## config.mk

```make
export PLATFORM = sky130hd
export DESIGN_NAME = qb_expander
export DESIGN_NICKNAME = d
export VERILOG_FILES = /design/src/rtl/qbx_pkg.sv /design/src/rtl/qbx_sync.sv /design/src/rtl/qbx_i2c_target.sv /design/src/rtl/qbx_port.sv /design/src/rtl/qb_expander.sv
export SDC_FILE = /design/constraint.sdc
export NUM_CORES = 1
export LEC_CHECK = 0
export CORE_MARGIN = 10
export CORE_UTILIZATION = 51
export CTS_BUF_LIST = sky130_fd_sc_hd__clkbuf_4 sky130_fd_sc_hd__clkbuf_8
export CTS_CLUSTER_SIZE = 24
export DETAILED_ROUTE_END_ITERATION = 10
export PLACE_DENSITY = 0.91
export REMOVE_ABC_BUFFERS = 1
export SETUP_SLACK_MARGIN = 0.5
export SLEW_MARGIN = 20
export SYNTH_ARGS = -nofsm -noshare
export SYNTH_HDL_FRONTEND = slang
export SYNTH_SLANG_ARGS = --single-unit
```

## constraint.sdc

```tcl
create_clock -name clk -period 2.2 [get_ports clk]
set_clock_uncertainty 0.2 [all_clocks]
set_input_delay 0.55 -clock clk [delete_from_list [all_inputs] [get_ports clk]]
set_output_delay 0.55 -clock clk [all_outputs]
set_load 0.02 [all_outputs]
```

## src/rtl/qbx_pkg.sv

```systemverilog
package qbx_pkg;
  typedef enum logic [2:0] {
    ST_IDLE,
    ST_ADDR,
    ST_AACK,
    ST_WDATA,
    ST_WACK,
    ST_RDATA,
    ST_RACK
  } qbx_state_e;
endpackage

```

## src/rtl/qbx_sync.sv

```systemverilog
module qbx_sync #(
  parameter int          W       = 1,
  parameter logic [W-1:0] RST_VAL = '1
) (
  input  logic         clk,
  input  logic         rst_n,
  input  logic [W-1:0] d,
  output logic [W-1:0] q
);
  logic [W-1:0] meta;

  always_ff @(posedge clk or negedge rst_n) begin
    if (!rst_n) begin
      meta <= RST_VAL;
      q    <= RST_VAL;
    end else begin
      meta <= d;
      q    <= meta;
    end
  end
endmodule

```

## src/rtl/qbx_i2c_target.sv

```systemverilog
module qbx_i2c_target
  import qbx_pkg::*;
#(
  parameter bit TWO_BYTE = 1'b1
) (
  input  logic       clk,
  input  logic       rst_n,
  input  logic       scl_s,
  input  logic       sda_s,
  input  logic [6:0] addr_i,
  input  logic [7:0] rd_byte,
  output logic       sda_oe,
  output logic       wr_stb,
  output logic       rd_stb,
  output logic       byte_hi,
  output logic [7:0] wr_byte
);
  qbx_state_e state;
  logic       scl_q, sda_q;
  logic [7:0] shreg;
  logic [2:0] bitcnt;
  logic       got8, rnw, nack;

  wire scl_rise = scl_s & ~scl_q;
  wire scl_fall = ~scl_s & scl_q;
  wire start_c  = scl_s & scl_q & sda_q & ~sda_s;
  wire stop_c   = scl_s & scl_q & ~sda_q & sda_s;

  // Data strobes to the port bank: a write byte lands at the acknowledge
  // clock, and a read byte is fetched just before its first bit is driven.
  assign wr_stb  = (state == ST_WDATA) & got8 & scl_fall & ~start_c & ~stop_c;
  assign rd_stb  = scl_fall & ~start_c & ~stop_c &
                   (((state == ST_AACK) & rnw) | ((state == ST_RACK) & ~nack));
  assign wr_byte = shreg;

  always_ff @(posedge clk or negedge rst_n) begin
    if (!rst_n) begin
      scl_q <= 1'b1;
      sda_q <= 1'b1;
    end else begin
      scl_q <= scl_s;
      sda_q <= sda_s;
    end
  end

  always_ff @(posedge clk or negedge rst_n) begin
    if (!rst_n) begin
      state   <= ST_IDLE;
      shreg   <= '0;
      bitcnt  <= '0;
      got8    <= 1'b0;
      rnw     <= 1'b0;
      nack    <= 1'b0;
      byte_hi <= 1'b0;
      sda_oe  <= 1'b0;
    end else if (start_c) begin
      state   <= ST_ADDR;
      bitcnt  <= '0;
      got8    <= 1'b0;
      byte_hi <= 1'b0;
      sda_oe  <= 1'b0;
    end else if (stop_c) begin
      state  <= ST_IDLE;
      sda_oe <= 1'b0;
    end else begin
      case (state)
        ST_ADDR, ST_WDATA: begin
          if (scl_rise) begin
            shreg  <= {shreg[6:0], sda_s};
            bitcnt <= bitcnt + 3'd1;
            if (bitcnt == 3'd7) got8 <= 1'b1;
          end else if (scl_fall && got8) begin
            got8 <= 1'b0;
            if (state == ST_WDATA) begin
              sda_oe <= 1'b1;
              state  <= ST_WACK;
            end else if (shreg[7:1] == addr_i) begin
              sda_oe <= 1'b1;
              rnw    <= shreg[0];
              state  <= ST_AACK;
            end else begin
              state <= ST_IDLE;
            end
          end
        end
        ST_AACK: begin
          if (scl_fall) begin
            bitcnt <= '0;
            if (rnw) begin
              shreg  <= {rd_byte[6:0], 1'b0};
              sda_oe <= ~rd_byte[7];
              state  <= ST_RDATA;
            end else begin
              sda_oe <= 1'b0;
              state  <= ST_WDATA;
            end
          end
        end
        ST_WACK: begin
          if (scl_fall) begin
            sda_oe  <= 1'b0;
            byte_hi <= TWO_BYTE ? ~byte_hi : 1'b0;
            state   <= ST_WDATA;
          end
        end
        ST_RDATA: begin
          if (scl_fall) begin
            bitcnt <= bitcnt + 3'd1;
            if (bitcnt == 3'd7) begin
              sda_oe  <= 1'b0;
              byte_hi <= TWO_BYTE ? ~byte_hi : 1'b0;
              state   <= ST_RACK;
            end else begin
              sda_oe <= ~shreg[7];
              shreg  <= {shreg[6:0], 1'b0};
            end
          end
        end
        ST_RACK: begin
          if (scl_rise) begin
            nack <= sda_s;
          end else if (scl_fall) begin
            bitcnt <= '0;
            if (nack) begin
              state <= ST_IDLE;
            end else begin
              shreg  <= {rd_byte[6:0], 1'b0};
              sda_oe <= ~rd_byte[7];
              state  <= ST_RDATA;
            end
          end
        end
        default: ;
      endcase
    end
  end
endmodule

```

## src/rtl/qbx_port.sv

```systemverilog
module qbx_port #(
  parameter int PINS = 16
) (
  input  logic            clk,
  input  logic            rst_n,
  input  logic [PINS-1:0] pin_s,
  input  logic            wr_stb,
  input  logic            rd_stb,
  input  logic            byte_hi,
  input  logic [7:0]      wr_byte,
  output logic [7:0]      rd_byte,
  output logic [PINS-1:0] pin_out,
  output logic [PINS-1:0] pin_oe,
  output logic            irq_n
);
  localparam int NB = PINS / 8;

  logic [PINS-1:0] latch;
  logic [PINS-1:0] snap;
  logic [NB-1:0]   hit;

  for (genvar g = 0; g < NB; g++) begin : g_byte
    assign hit[g] = (NB == 1) || (byte_hi == g[0]);

    always_ff @(posedge clk or negedge rst_n) begin
      if (!rst_n) begin
        latch[g*8 +: 8] <= 8'hFF;
        snap[g*8 +: 8]  <= 8'hFF;
      end else begin
        if (wr_stb && hit[g]) latch[g*8 +: 8] <= wr_byte;
        if (rd_stb && hit[g]) snap[g*8 +: 8]  <= pin_s[g*8 +: 8];
      end
    end
  end

  always_comb begin
    rd_byte = pin_s[7:0];
    for (int b = 0; b < NB; b++) begin
      if (hit[b]) rd_byte = pin_s[b*8 +: 8];
    end
  end

  always_ff @(posedge clk or negedge rst_n) begin
    if (!rst_n) irq_n <= 1'b1;
    else        irq_n <= ~|(pin_s ^ snap);
  end

  assign pin_out = latch;
  assign pin_oe  = ~latch;
endmodule

```

## src/rtl/qb_expander.sv

```systemverilog
module qb_expander #(
  parameter int PINS     = 16,
  parameter bit ALT_ADDR = 1'b0
) (
  input  logic            clk,
  input  logic            rst_n,
  input  logic            scl_i,
  input  logic            sda_i,
  output logic            sda_oe,
  input  logic [2:0]      addr_sel,
  input  logic [PINS-1:0] pin_in,
  output logic [PINS-1:0] pin_out,
  output logic [PINS-1:0] pin_oe,
  output logic            irq_n
);
  localparam logic [3:0] ADDR_HI  = ALT_ADDR ? 4'b0111 : 4'b0100;
  localparam bit         TWO_BYTE = (PINS == 16);

  logic [1:0]      bus_s;
  logic            scl_s, sda_s;
  logic [PINS-1:0] pin_s;
  logic            wr_stb, rd_stb, byte_hi;
  logic [7:0]      wr_byte, rd_byte;

  qbx_sync #(.W(2), .RST_VAL(2'b11)) u_bus_sync (
    .clk(clk), .rst_n(rst_n), .d({scl_i, sda_i}), .q(bus_s)
  );
  assign scl_s = bus_s[1];
  assign sda_s = bus_s[0];

  qbx_sync #(.W(PINS), .RST_VAL({PINS{1'b1}})) u_pin_sync (
    .clk(clk), .rst_n(rst_n), .d(pin_in), .q(pin_s)
  );

  qbx_i2c_target #(.TWO_BYTE(TWO_BYTE)) u_target (
    .clk(clk), .rst_n(rst_n), .scl_s(scl_s), .sda_s(sda_s),
    .addr_i({ADDR_HI, addr_sel}), .rd_byte(rd_byte), .sda_oe(sda_oe),
    .wr_stb(wr_stb), .rd_stb(rd_stb), .byte_hi(byte_hi), .wr_byte(wr_byte)
  );

  qbx_port #(.PINS(PINS)) u_port (
    .clk(clk), .rst_n(rst_n), .pin_s(pin_s), .wr_stb(wr_stb),
    .rd_stb(rd_stb), .byte_hi(byte_hi), .wr_byte(wr_byte),
    .rd_byte(rd_byte), .pin_out(pin_out), .pin_oe(pin_oe), .irq_n(irq_n)
  );
endmodule

```

======== Word level (Yosys, flattened, before mapping) ========
Index checks and enable logic that the tools add are counted.
storage, ports and cells
  input port bits ......................... 23
  logic and storage cells ................. 165
  output and inout bits ................... 34
  flip-flop bits (word level) ............. 90
operators by class
  equality and inequality tests ........... 33
  add/subtract/negate cells ............... 1
  reduce and logical (&&, ||, !) cells .... 22
  muxes and demuxes ....................... 59
  bitwise gates (word level) .............. 31
operator list
  kind                                                              number
  8-bit two-way mux                                                 9
  3-bit two-way mux                                                 19
  8-bit case mux with 4 select lines                                1
  1-bit two-way mux                                                 25
  4-bit by 1-bit != test with 1-bit output (second input constant)  6
  1-bit AND                                                         16
  16-bit NOT                                                        1
  16-bit OR reduction                                               1
  16-bit bitwise XOR                                                1
  3-bit case mux with 5 select lines                                1
  3-bit == test (second input constant)                             4
  2-bit by 1-bit != test with 1-bit output (second input constant)  6
  3-bit by 1-bit != test with 1-bit output (second input constant)  4
  4-bit != test (second input constant)                             3
  1-bit NOT                                                         12
  3-bit case mux with 4 select lines                                1
  11-bit AND reduction                                              1
  10-bit AND reduction                                              1
  5-bit AND reduction                                               2
  9-bit AND reduction                                               1
  4-bit AND reduction                                               2
  7-bit by 6-bit == test with 1-bit output                          1
  7-bit AND reduction                                               1
  7-bit nonzero test                                                1
  other kinds (17)                                                  26

======== Logic depth before layout (Yosys ltp) ========
  depth after elaboration ................. 8
  depth in mapped cells ................... 7
  gate-level depth less buffers ........... 7

======== By module ========
A second synthesis with hierarchy kept.
unflattened totals
  cells, all modules ...................... 328
  area total of the unflattened synthesis .. 3968.8 um^2
by module, submodules not included
  module                 area each (um^2)  cells each  times used  seq. area each (um^2)
  qbx_port               1579.0            125         1           867.1
  qbx_i2c_target         1436.4            165         1           528.0
  qbx_sync (u_pin_sync)  840.8             32          1           840.8
  qbx_sync (u_bus_sync)  105.1             4           1           105.1
  qb_expander            7.5               2           1           0.0

======== Worst setup path before layout ========
Ideal clock, no wire load.
  path kind ............................... reg2reg
  from .................................... reg u_target.state[0]
  to ...................................... reg u_port.snap[10]
  clock period less this slack ............ 2.030 ns
  buffers on the path ..................... 2
  setup time .............................. 0.082 ns
  arrival ................................. 1.748 ns
  stages on the path, launching flop included .. 7
  required time ........................... 1.918 ns
  path slack .............................. 0.170 ns
  cell sequence ........................... dfrtp_1 nand2b_1 buf_2 a211o_1 or3_1 buf_6 mux2_4
between the ends
  word-level cells in the longest chain between the ends .. 5
  elaborated cells on any way between the ends .. 7
  classes of those cells .................. eq/ne (2); bitwise (4); reduce/logical (1)
RTL lines
  what                                                                       line                  source
  start, declared                                                            qbx_i2c_target.sv:18  qbx_state_e state;
  start signal, assigned                                                     qbx_i2c_target.sv:48  state <= ST_IDLE;
  start signal, assigned                                                     qbx_i2c_target.sv:57  state <= ST_ADDR;
  start signal, assigned                                                     qbx_i2c_target.sv:63  state <= ST_IDLE;
  3-bit by 2-bit == test with 1-bit output or 3-bit == test (tied branches)  qbx_i2c_target.sv:33  (((state == ST_AACK) & rnw) | ((state == ST_RACK) & ~nack));
  1-bit AND                                                                  qbx_i2c_target.sv:33
  1-bit bitwise OR *                                                         qbx_i2c_target.sv:33
  1-bit AND *                                                                qbx_i2c_target.sv:32  assign rd_stb = scl_fall & ~start_c & ~stop_c &
  1-bit logical AND *                                                        qbx_port.sv:31        if (rd_stb && hit[g]) snap[g*8 +: 8] <= pin_s[g*8 +: 8];
  end signal, assigned by index                                              qbx_port.sv:31
  end, declared                                                              qbx_port.sv:19        logic [PINS-1:0] snap;
Mark *: on every way between the ends. The rest lies on a longest branch, timed or not.
A chain may end at the register's enable or synchronous reset.

======== Worst setup path in the final report ========
  from .................................... reg u_target.state[2]
  to ...................................... reg u_target.sda_oe
between the ends
  word-level cells in the longest chain between the ends .. 7
  elaborated cells on any way between the ends .. 24
  classes of those cells .................. eq/ne (15); mux (6); reduce/logical (3)
RTL lines
  what                                      line                                        source
  3-bit by 2-bit == test with 1-bit output  qbx_i2c_target.sv:66, qbx_i2c_target.sv:74
  1-bit two-way mux                         qbx_i2c_target.sv:74                        if (state == ST_WDATA) begin
  1-bit two-way mux                         qbx_i2c_target.sv:72                        end else if (scl_fall && got8) begin
  1-bit two-way mux                         qbx_i2c_target.sv:68                        if (scl_rise) begin
  1-bit case mux with 5 select lines        qbx_i2c_target.sv:66                        case (state)
  1-bit two-way mux                         qbx_i2c_target.sv:62                        end else if (stop_c) begin
  1-bit two-way mux                         qbx_i2c_target.sv:56                        end else if (start_c) begin
  end signal, assigned                      qbx_i2c_target.sv:91                        sda_oe <= ~rd_byte[7];
  end signal, assigned                      qbx_i2c_target.sv:114                       sda_oe <= ~shreg[7];
  end signal, assigned                      qbx_i2c_target.sv:128                       sda_oe <= ~rd_byte[7];
  end, declared                             qbx_i2c_target.sv:12                        output logic sda_oe,
Several ways; a longest one is shown, not always the timed one. The select of a mux whose other input is x is not followed.

==> flow_summary.yaml <==
outcome:
  outcome: "completed"
critical_path:
  cp-end-kind: "register"
  path_class: "register to register"
  cp.required_ns: 2.24
  path_cells: "nor2b_4 > buf_4 > o21ai_0 > o21ai_1 > o211ai_1 > a22o_1"
  slowest_stage: "dfrtp_2"
  crit_arrival_ns: 2.13
  cp_max_fo: 8
  cp_slowest_stage_delay_ns: 0.48
  startpoint_type: "register"
route:
  ant_nets: 0
  via_count: 3219
  vias_per_cell: 5.97
  drt-total-wl_mm: 12.2
  drc: 0
  routedWlPerCell_microns: 22.6
  drt-initial-drc-count: 307
  drt_first_pass_iters: 5
logic_synthesis:
  syn_avg_cell_area_sq_um: 12.3
  ys_warn_count: 0
  yosysSeqAreaShare_pct: 60.3
  synth_area_sq_mm: 0.00388
  ys_ff_latch: 90
  synth_cell_types: 43
  synth_cells: 315
final_layout:
  nets: 460
  area_delta_synth_final_pct: 43.8
  diodes: 0
  final_cell_mix: "dfstp_2, buf_6, buf_4"
  drive_above_1_share_pct: 63.9
  layout_commonest_cell: "dfstp_2"
  multi_input_area_sq_mm: 0.00170
  fillerInstances: 394
  regArea_sq_mm: 0.00235
placed_design:
  routabilityCongestion: 0.952
  port_buffers: 56
  hpwl_mm: 5.88
pwr:
  power_per_cell_area_mw_per_mm2: 557
  total_power_mw: 3.11
  p_leak_nw: 2.37
  vdd_drop_max_mv: 0.401
clock_network:
  clockRootBuffer: "clkbuf_8"
  clockBufferDepth: 2
  cts-buffers-inserted: 9
  cts_max_level: 3
  clk_pin_slew_ns: 0.08
  postCtsHoldBufs: 0
  cts_tree: "yes"
  clock_sinks: 90
  clk_latency_ns: 0.37
floorplanning:
  core_sq_mm: 0.00733
  die_area_sq_mm: 0.0115
  rows: 31
  start_util_pct: 53.0
  io_pins: 57
  die_h_microns: 107
  dieWidth_microns: 107
global_routing:
  antenna_found_initial: 0
  grt_pass1_vias: 3034
  grt_pass1_wl_mm: 15.5
  grt_max_degree: 91
  grt-ovfl-total: 0
  grt_usage_pct: 17.1
timing:
  rsz0062_at_grt: "yes"
  tns_ns: 0
  tightest_slew_ns: 0.448
  fmax_ghz: 0.479
  setup_viol: 0
  hold_viol_final: 0
  slew_headroom_pct: 69.9
  finalCritPeriodShare_pct: 94.9
  drv_slew: 0
  fin_crit_ns: 2.09
hold_path:
  min_path_type: "primary input to async pin"
flow_run:
  maxCapViolations: 0
## report_power, final
group,total [mW],internal [mW],switching (mW)
clock,1.07,0.500,0.571
sequential,1.78,1.74,0.0426
combinational,0.262,0.123,0.139
## through the flow
| step | util [%] | cells | instance area, sq um | setup WS (ns) | hold slack, ns |
|---|---|---|---|---|---|
| finish | 76.2 | 539 | 5590 | 0.112 | 0.0247 |
| floorplan | - | 302 | 3820 | -0.145 | 0.0544 |
| global route | 76.2 | 539 | 5590 | 0.0562 | 0.0541 |
| detailed placement | 62.8 | 468 | 4600 | -0.144 | 0.147 |
| global placement | 62.8 | 468 | 4600 | -0.0120 | 0.146 |
| CTS | 70.9 | 514 | 5190 | 0.288 | 0.0374 |
## cells in the mapped netlist (all sizes together)
| cell type | count | area share [%] |
|---|---|---|
| nand3 | 4 | 0.52 |
| nor4b | 1 | 0.23 |
| a22o | 4 | 0.90 |
| nor2 | 8 | 0.77 |
| mux2 | 33 | 10 |
| or4b | 1 | 0.26 |
| mux2i | 9 | 2.3 |
| a31oi | 3 | 0.48 |
| o22ai | 1 | 0.16 |
| nor2b | 6 | 0.97 |
| nand2 | 28 | 2.7 |
| a211o | 1 | 0.23 |
| o211ai | 1 | 0.19 |
| o31ai | 1 | 0.19 |
| o21ba | 1 | 0.26 |
| a2bb2oi | 1 | 0.23 |
| dfrtp | 19 | 12 |
| and3b | 1 | 0.23 |
| or3 | 1 | 0.16 |
| nand2b | 5 | 0.81 |
| a221o | 1 | 0.26 |
| a311o | 1 | 0.26 |
| a32oi | 2 | 0.45 |
| dfstp | 71 | 48 |
| nor3b | 2 | 0.39 |
| xnor2 | 20 | 4.5 |
| o21ai | 30 | 3.9 |
| nor4 | 1 | 0.16 |
| a32o | 1 | 0.26 |
| a21o | 2 | 0.39 |
| clkbuf | 9 | 0.87 |
| nand4 | 6 | 0.97 |
| ha | 2 | 0.64 |
| and2 | 1 | 0.16 |
| and4 | 2 | 0.45 |
| a21oi | 9 | 1.2 |
| buf | 4 | 0.68 |
| and3 | 1 | 0.16 |
| nor3 | 1 | 0.26 |
| inv | 20 | 1.9 |
## path summary, 6_finish.rpt
check | startpoint | to | slack (ns) | depth (start not counted)
setup / recovery | u_target.state[2]$_DFFE_PN0P_ | u_target.sda_oe$_DFFE_PN0P_ | 0.11 | 6
hold / removal | rst_n | u_target.bitcnt[0]$_DFFE_PN0P_ | 0.02 | 2
setup reg to reg | u_target.state[2]$_DFFE_PN0P_ | u_target.sda_oe$_DFFE_PN0P_ | 0.11 | 6
hold reg to reg | u_pin_sync.meta[10]$_DFF_PN1_ | u_pin_sync.q[10]$_DFF_PN1_ | 0.15 | 0
max in group asynchronous | rst_n | u_port.snap[5]$_DFFE_PN1P_ | 1.42 | 2
min in group clk | u_pin_sync.meta[10]$_DFF_PN1_ | u_pin_sync.q[10]$_DFF_PN1_ | 0.15 | 0
## per-layer routing
layer	GRT usage (%)	share of wire, %	vias to the layer above
li1	-	-	1329
met1	19.5	36	1563
met2	28.9	49	236
met3	5.09	8.8	91
met4	7.64	6.8	0
met5	0	0	-
## sequential cells by signal, summed over array words and instances, names as in the netlist
name	cells
u_pin_sync.meta	16
u_target.bitcnt	3
u_bus_sync.q	2
u_target.got8	1
u_bus_sync.meta	2
u_target.byte_hi	1
u_port.snap	16
u_target.sda_q	1
u_target.nack	1
u_target.state	3
u_pin_sync.q	16
u_target.wr_byte	8
u_port.irq_n	1
u_target.scl_q	1
u_port.pin_out	16
u_target.sda_oe	1
u_target.rnw	1
## worst max-delay path: cells and delay by family (launching register included)
family	cells	cell delay, ns
compound gates	4	0.79
buf+inv	1	0.18
simple gates	1	0.33
flops	1	0.48
## final cells by class
type | count | share of cell area, %
Clock buffer | 13 | 2.98
Clock inverter | 3 | 0.426
Inverter | 20 | 1.34
Sequential cell | 90 | 42.0
Timing Repair Buffer | 121 | 20.7
Multi-Input combinational cell | 193 | 30.4
Tap cell | 99 | 2.22
## logic make-up (layout without fill, tap and decap cells)
group,count (synthesis),after routing,synth area share [%]
adders and majority gates,2,2,0.644
DFF,90,90,60.3
buffers and inverters,33,157,3.48
muxes,42,42,12.7
xor gates and xnor gates,20,20,4.51
and+or+nand+nor,69,70,9.18
AOI/OAI and AO/OA,59,59,9.28
## what timing repair did
| item | 4_1_cts | 5_1_grt |
|---|---|---|
| setup buffers | 29 | 24 |
| pin swaps | 9 | 16 |
| gates cloned | 1 | 1 |
| gates resized for setup | 261 | 67 |
| endpoints found under the setup margin | 81 | 83 |
Note: power is estimated with default switching activity, not from simulation.
